===== src/rtl/sadc_pkg.sv =====
package sadc_pkg;
  typedef enum logic [1:0] {
    PWR_ON   = 2'b00,
    PWR_PART = 2'b01,
    PWR_OFF  = 2'b10
  } pwr_e;

  // one step deeper into power-down on a short frame
  function automatic pwr_e sleep_step(input pwr_e cur);
    return (cur == PWR_ON) ? PWR_PART : PWR_OFF;
  endfunction
endpackage


===== src/rtl/sadc_edge_sync.sv =====
module sadc_edge_sync #(
  parameter int   STAGES  = 2,
  parameter logic RST_VAL = 1'b0
) (
  input  logic clk,
  input  logic rst_n,
  input  logic din,
  output logic rise,
  output logic fall
);
  // chain[STAGES-1] is the synchronized level, chain[STAGES] its previous value
  logic [STAGES:0] chain;

  always_ff @(posedge clk or negedge rst_n) begin
    if (!rst_n) chain <= {(STAGES+1){RST_VAL}};
    else        chain <= {chain[STAGES-1:0], din};
  end

  assign rise = chain[STAGES-1] & ~chain[STAGES];
  assign fall = ~chain[STAGES-1] & chain[STAGES];
endmodule


===== src/rtl/sadc_out_shift.sv =====
module sadc_out_shift #(
  parameter int FRAME_LEN = 16
) (
  input  logic                 clk,
  input  logic                 rst_n,
  input  logic                 load,
  input  logic                 shift,
  input  logic [FRAME_LEN-1:0] word,
  output logic                 q
);
  logic [FRAME_LEN-1:0] sr;

  always_ff @(posedge clk or negedge rst_n) begin
    if (!rst_n) begin
      sr <= '0;
      q  <= 1'b0;
    end else if (load) begin
      sr <= word;
      q  <= 1'b0;
    end else if (shift) begin
      q  <= sr[FRAME_LEN-1];
      sr <= {sr[FRAME_LEN-2:0], 1'b0};
    end
  end

  a_r3_load_zero: assert property (@(posedge clk) disable iff (!rst_n)
    load |=> !q);
endmodule


===== src/rtl/sadc_frame_ctrl.sv =====
module sadc_frame_ctrl
  import sadc_pkg::*;
#(
  parameter int LEAD_W = 3,
  parameter int DATA_W = 10,
  parameter int SUB_W  = 2,
  parameter int TAIL_W = 1
) (
  input  logic clk,
  input  logic rst_n,
  input  logic sclk_rise,
  input  logic sclk_fall,
  input  logic cnv_fall,
  input  logic cnv_rise,
  output logic load,
  output logic shift,
  output logic oe,
  output pwr_e pwr,
  output logic init_pend,
  output logic trk
);
  localparam int FRAME_LEN = LEAD_W + DATA_W + SUB_W + TAIL_W;
  localparam int TRACK_AT  = LEAD_W + DATA_W + 1;
  localparam int CNT_W     = $clog2(FRAME_LEN + 1);
  localparam logic [CNT_W-1:0] K_LEAD  = CNT_W'(LEAD_W);
  localparam logic [CNT_W-1:0] K_TRACK = CNT_W'(TRACK_AT);
  localparam logic [CNT_W-1:0] K_FRAME = CNT_W'(FRAME_LEN);

  logic [CNT_W-1:0] cnt, cnt_nx;
  logic active, armed, cnv_low;

  assign cnt_nx = cnt + 1'b1;
  assign load   = cnv_fall;
  assign shift  = sclk_rise && active && !armed && !cnv_fall && !cnv_rise;

  always_ff @(posedge clk or negedge rst_n) begin
    if (!rst_n) begin
      cnt       <= '0;
      active    <= 1'b0;
      armed     <= 1'b0;
      cnv_low   <= 1'b0;
      oe        <= 1'b0;
      pwr       <= PWR_ON;
      init_pend <= 1'b1;
      trk       <= 1'b1;
    end else if (cnv_fall) begin
      cnt     <= '0;
      active  <= 1'b1;
      armed   <= 1'b0;
      cnv_low <= 1'b1;
      oe      <= 1'b1;
      trk     <= 1'b0;
    end else if (cnv_rise) begin
      cnv_low <= 1'b0;
      if (cnt < K_TRACK) begin
        // aborted or short frame: release the line, back to tracking
        oe     <= 1'b0;
        active <= 1'b0;
        trk    <= 1'b1;
        if (cnt >= K_LEAD) pwr <= sleep_step(pwr);
      end else if (cnt < K_FRAME) begin
        pwr <= PWR_ON;      // continuous: line stays driven
      end else begin
        pwr    <= PWR_ON;
        oe     <= 1'b0;
        active <= 1'b0;
        armed  <= 1'b0;
      end
    end else if (sclk_rise) begin
      if (armed) begin
        oe     <= 1'b0;
        active <= 1'b0;
        armed  <= 1'b0;
      end else if (active) begin
        if (cnt != K_FRAME) cnt <= cnt_nx;
        if (cnt_nx == K_TRACK) trk <= 1'b1;
        if (cnt_nx == K_FRAME) init_pend <= 1'b0;
      end
    end else if (sclk_fall) begin
      if (active && cnv_low && cnt == K_FRAME) armed <= 1'b1;
    end
  end

  a_r2_start_drives: assert property (@(posedge clk) disable iff (!rst_n)
    cnv_fall |=> (oe && !trk && active));
  a_r6_release_cause: assert property (@(posedge clk) disable iff (!rst_n)
    $fell(oe) |-> $past(cnv_rise || sclk_rise));
  a_r8_no_skip: assert property (@(posedge clk) disable iff (!rst_n)
    (pwr == PWR_ON) |=> (pwr != PWR_OFF));
  a_r9_mode_on_rise: assert property (@(posedge clk) disable iff (!rst_n)
    !$stable(pwr) |-> $past(cnv_rise));
  a_r10_init_on_edge: assert property (@(posedge clk) disable iff (!rst_n)
    $fell(init_pend) |-> $past(sclk_rise));
  a_r4_hold_on_start: assert property (@(posedge clk) disable iff (!rst_n)
    $fell(trk) |-> $past(cnv_fall));
endmodule


===== src/rtl/sadc_link.sv =====
module sadc_link
  import sadc_pkg::*;
#(
  parameter int DATA_W      = 10,
  parameter int SUB_W       = 2,
  parameter int LEAD_W      = 3,
  parameter int SYNC_STAGES = 2
) (
  input  logic              clk,
  input  logic              rst_n,
  input  logic              sclk_in,
  input  logic              conv_strobe,
  input  logic [DATA_W-1:0] samp_data,
  input  logic [SUB_W-1:0]  samp_sub,
  output logic              sdo,
  output logic              sdo_en,
  output logic [1:0]        pwr_mode,
  output logic              ref_on,
  output logic              first_conv,
  output logic              tracking
);
  localparam int TAIL_W    = 1;
  localparam int FRAME_LEN = LEAD_W + DATA_W + SUB_W + TAIL_W;

  logic sclk_rise, sclk_fall, cnv_rise, cnv_fall;
  logic load, shift;
  pwr_e pwr;
  logic [FRAME_LEN-1:0] word;

  sadc_edge_sync #(.STAGES(SYNC_STAGES), .RST_VAL(1'b0)) u_sclk_sync (
    .clk(clk), .rst_n(rst_n), .din(sclk_in), .rise(sclk_rise), .fall(sclk_fall));

  sadc_edge_sync #(.STAGES(SYNC_STAGES), .RST_VAL(1'b1)) u_cnv_sync (
    .clk(clk), .rst_n(rst_n), .din(conv_strobe), .rise(cnv_rise), .fall(cnv_fall));

  sadc_frame_ctrl #(.LEAD_W(LEAD_W), .DATA_W(DATA_W), .SUB_W(SUB_W), .TAIL_W(TAIL_W)) u_ctrl (
    .clk(clk), .rst_n(rst_n),
    .sclk_rise(sclk_rise), .sclk_fall(sclk_fall),
    .cnv_fall(cnv_fall), .cnv_rise(cnv_rise),
    .load(load), .shift(shift), .oe(sdo_en), .pwr(pwr),
    .init_pend(first_conv), .trk(tracking));

  assign word = {{LEAD_W{1'b0}}, samp_data, samp_sub, {TAIL_W{1'b0}}};

  sadc_out_shift #(.FRAME_LEN(FRAME_LEN)) u_shift (
    .clk(clk), .rst_n(rst_n), .load(load), .shift(shift), .word(word), .q(sdo));

  assign pwr_mode = pwr;
  assign ref_on   = (pwr != PWR_OFF);
endmodule


===== config.mk =====
export PLATFORM = sky130hd
export DESIGN_NAME = sadc_link
export DESIGN_NICKNAME = d
export VERILOG_FILES = /design/src/rtl/sadc_pkg.sv /design/src/rtl/sadc_edge_sync.sv /design/src/rtl/sadc_out_shift.sv /design/src/rtl/sadc_frame_ctrl.sv /design/src/rtl/sadc_link.sv
export SDC_FILE = /design/constraint.sdc
export NUM_CORES = 1
export LEC_CHECK = 0
export BUFFER_PORTS_ARGS = -buffer_cell sky130_fd_sc_hd__buf_4
export CORE_MARGIN = 4
export CORE_UTILIZATION = 60
export DETAILED_ROUTE_END_ITERATION = 16
export HOLD_SLACK_MARGIN = 0.12
export PLACE_DENSITY = 0.88
export REMOVE_ABC_BUFFERS = 1
export SYNTH_ARGS = -nofsm -noshare
export SYNTH_HDL_FRONTEND = slang
export SYNTH_HIERARCHICAL = 1
export SYNTH_SLANG_ARGS = --single-unit

===== constraint.sdc =====
create_clock -name clk -period 3.36 [get_ports clk]
set_input_delay 0.84 -clock clk [delete_from_list [all_inputs] [get_ports clk]]
set_output_delay 0.84 -clock clk [all_outputs]
set_load 0.05 [all_outputs]

==> flow_metrics.py <==
metrics = {
    "sta": {
        "final.period_utilization_pct": 75.9,
        "report.final.hold_viol_count": 0,
        "max_slew.worst_pin.slew_ns": 1.00,
        "maxSlewHeadroom_pct": 33.0,
        "timing.fmax_mhz": 392,
        "final_max_slew_viol_count": 0,
        "setup-violations-final": 0,
        "finalClockSkew_ns": 0.0148,
        "layout_min_cycle_time_ns": 2.55,
        "totalNegativeSetupSlack_ns": 0,
        "rsz0062_at_grt": "false",
    },
    "grt": {
        "largest_net_degree_at_the_start_of_global_routing": 49,
        "first_global_vias": 1205,
        "wire_length_of_the_first_global_routing_pass_um": 5020,
        "grt_antenna_before_repair": 0,
        "global_route.overflow_total": 0,
        "grt_usage_pct": 18.8,
    },
    "logic_synthesis": {
        "synth_area_um2": 1700,
        "yosysTopAreaCell": "dfrtp_1",
        "yosys-top-cells-area": "dfrtp_1 44%, mux2i_1 9.4%, dfstp_2 7.7%",
        "ys_async_sr_fraction_pct": 100,
        "synth-edff-count": 0,
        "synth_area_per_cell_um2": 10.8,
        "syn_inst_count": 158,
        "synth_sequential_area_ratio_pct": 51.9,
        "yosys.area.top_type_share_pct": 44.2,
        "yosysWarningCount": 6,
        "synthFlopType": "dfrtp_1",
        "number_of_register_bits_inferred_by_synthesis": 35,
        "synth_cell_type_count": 40,
    },
    "drt": {
        "drt_pass1_iterations": 4,
        "drt.antenna.violating_nets": 0,
        "drt-initial-drc-count": 38,
        "post-route-drc-count": 0,
        "finalWirelength_um": 2990,
        "routed-via-count": 1178,
        "drt-wirelength-per-cell_um": 14.1,
        "routed_via_density": 5.58,
    },
    "critical_path": {
        "critPathTopFamily": "simple AND/OR/NAND/NOR gates",
        "critical_path_buf_inv_count": 0,
        "worstPathArrival_ns": 2.74,
        "critical-path-max-stage-delay_ns": 0.91,
        "timing.critical_path.slowest_stage_cell": "nor2_2",
        "timing_worst_setup_path_type": "reg2reg",
        "endpoint_kind": "register",
        "required_ns": 3.55,
        "rr_startpoint": "u_cnv_sync/chain[2]",
        "largest_fanout_on_the_critical_path": 17,
        "crit_path_start_kind": "register",
        "timing.critical_path.cells": "nor2b_1, nand4bb_1, nor2_2, mux2i_1, o21ai_0",
        "setup_crit_start": "u_cnv_sync/chain[2]",
    },
    "place": {
        "instance_count_after_placement_with_tap_cells_included": 203,
        "gp_routability_congestion": 0.788,
        "io_buffer_count": 22,
        "post-dp-hpwl_um": 2090,
    },
    "pwr": {
        "portion_of_total_power_attributed_to_the_clock_network_pct": 23.6,
        "peakVddDrop_v": 0.000390,
        "sequentialPowerShare_pct": 57.6,
        "combinationalPowerShare_pct": 18.7,
        "psw_w": 0.000254,
        "internal_power_contribution_w": 0.000622,
        "sw_frac_of_total_pct": 29.0,
        "cellLeakagePower_nw": 0.794,
        "cellPowerDensity_nw_per_um2": 464,
    },
    "clocking": {
        "htreeDepth": 2,
        "clock-sinks": 35,
        "post_cts_repair_resize_count": 0,
        "tritoncts": "yes",
        "hold_buffers": 0,
        "numCtsBuffers": 5,
        "worst_skew_pair.late_latency_ns": 0.33,
        "max-clock-path-buffers": 2,
        "cts.reportedPaths.clkPinSlew_ns": 0.10,
        "cts_setup_buffers": 0,
        "cts-root-buf": "clkbuf_4",
    },
    "cells_and_area": {
        "synthToLayoutAreaGrowth_pct": 11.0,
        "n_antenna_cell": 0,
        "final_layout_net_count": 197,
        "layout.cells.non_filler": 211,
        "layout_cells_sized_above_1_pct": 21.1,
        "utilization_pct": 69.0,
    },
    "floorplanning": {
        "core_area_um2": 2730,
        "die-area_um2": 3750,
        "num_rows": 19,
        "pin_count": 23,
        "initial_utilization_pct": 62.2,
        "fp.dieW_um": 61.2,
        "die_y_um": 61.2,
    },
    "worst_hold_path": {
        "tightest_hold_check_type": "reg2reg",
        "worstHoldStart": "u_cnv_sync/chain[0]",
    },
    "status": {
        "status": "finished, final reports clean",
    },
    "run": {
        "max-cap-violations": 0,
    },
}
## layout make-up
type	instances	area (µm²)
flip-flops and latches	35	882
multi-input cells	110	733
repair buffers	22	165
fillers	217	847
well taps	31	38.8
inverters	5	18.8
clock buffers	8	48.8
## path summary, 6_finish.rpt
kind,endpoint,slack (ns),depth (start not counted)
setup reg to reg,u_shift/sr[15],0.81,5
hold reg to reg,u_cnv_sync/chain[1],0.36,0
max in group asynchronous,u_cnv_sync/chain[1],2.57,1
hold / removal,u_cnv_sync/chain[1],0.36,0
setup / recovery,u_shift/sr[15],0.81,5
min in group asynchronous,u_ctrl/pwr[1],0.43,1
## synth_stat cells (all sizes together), types with 3 or more instances
master and n:
nor2b 5, o21ai 18, a211oi 3, nand3 3
dfrtp 30, nand2 19, nor2 3, clkbuf 4
inv 5, dfstp 5, mux2i 16, mux2 3
buf 7, nand2b 3, a21oi 6
## registers in the layout, summed over array words and instances, names as in the netlist
signal             count
u_cnv_sync/chain       3
u_ctrl/active          1
u_ctrl/armed           1
u_ctrl/cnt             5
u_ctrl/cnv_low         1
u_ctrl/init_pend       1
u_ctrl/pwr             2
u_ctrl/trk             1
u_sclk_sync/chain      3
u_shift/q              1
u_shift/sr            16
## cell usage in the layout (no fill, tap or decap), drive strengths merged, types with 3 or more instances in the layout
cell type,instances
dfrtp,30
buf,22
nand2,19
o21ai,18
mux2i,16
clkbuf,8
a21oi,6
nor2b,5
dfstp,5
inv,5
conb,4
nand2b,3
nand3,3
a211oi,3
mux2,3
nor2,3
## kinds of logic (layout without fill, tap and decap cells)
| group | count (synthesis) | in the layout | synth area share, % |
|---|---|---|---|
| mux | 19 | 19 | 11.4 |
| compound gates | 37 | 37 | 13.5 |
| flops | 35 | 35 | 51.9 |
| simple gates | 45 | 45 | 14.2 |
| xor+xnor | 3 | 3 | 1.55 |
| fa+ha+maj | 2 | 2 | 1.47 |
| buf+inv | 16 | 35 | 5.81 |
| other cells | 1 | 4 | 0.221 |
## per-layer routing
metal	routed length [µm]	vias up	part of all wire [%]	GRT usage (%)
met5	0	-	0	0
met4	48	0	1.6	8.67
met3	148	4	5.0	6.29
met2	1550	33	52	32.8
met1	1240	548	42	20.5
li1	-	593	-	-
## metrics by stage
stage	area [µm²]	worst slack, ns	hold WS (ns)	total power, W
global route	1890	0.589	0.364	0.000930
detailed placement	1840	0.827	0.338	0.000677
CTS	1890	0.817	0.361	0.000890
floorplan	1630	0.785	0.331	0.000614
global placement	1840	0.961	0.336	0.000665
finish	1890	0.809	0.361	0.000876
## power by group through the flow
stage | clock (W) | combinational, W | sequential (W)
floorplan | 0 | 0.0000799 | 0.000535
global placement | 0 | 0.000155 | 0.000509
detailed placement | 0 | 0.000164 | 0.000513
CTS | 0.000221 | 0.000165 | 0.000505
global route | 0.000237 | 0.000181 | 0.000512
finish | 0.000207 | 0.000164 | 0.000505
No activity file was read; power rests on OpenSTA's default activity.
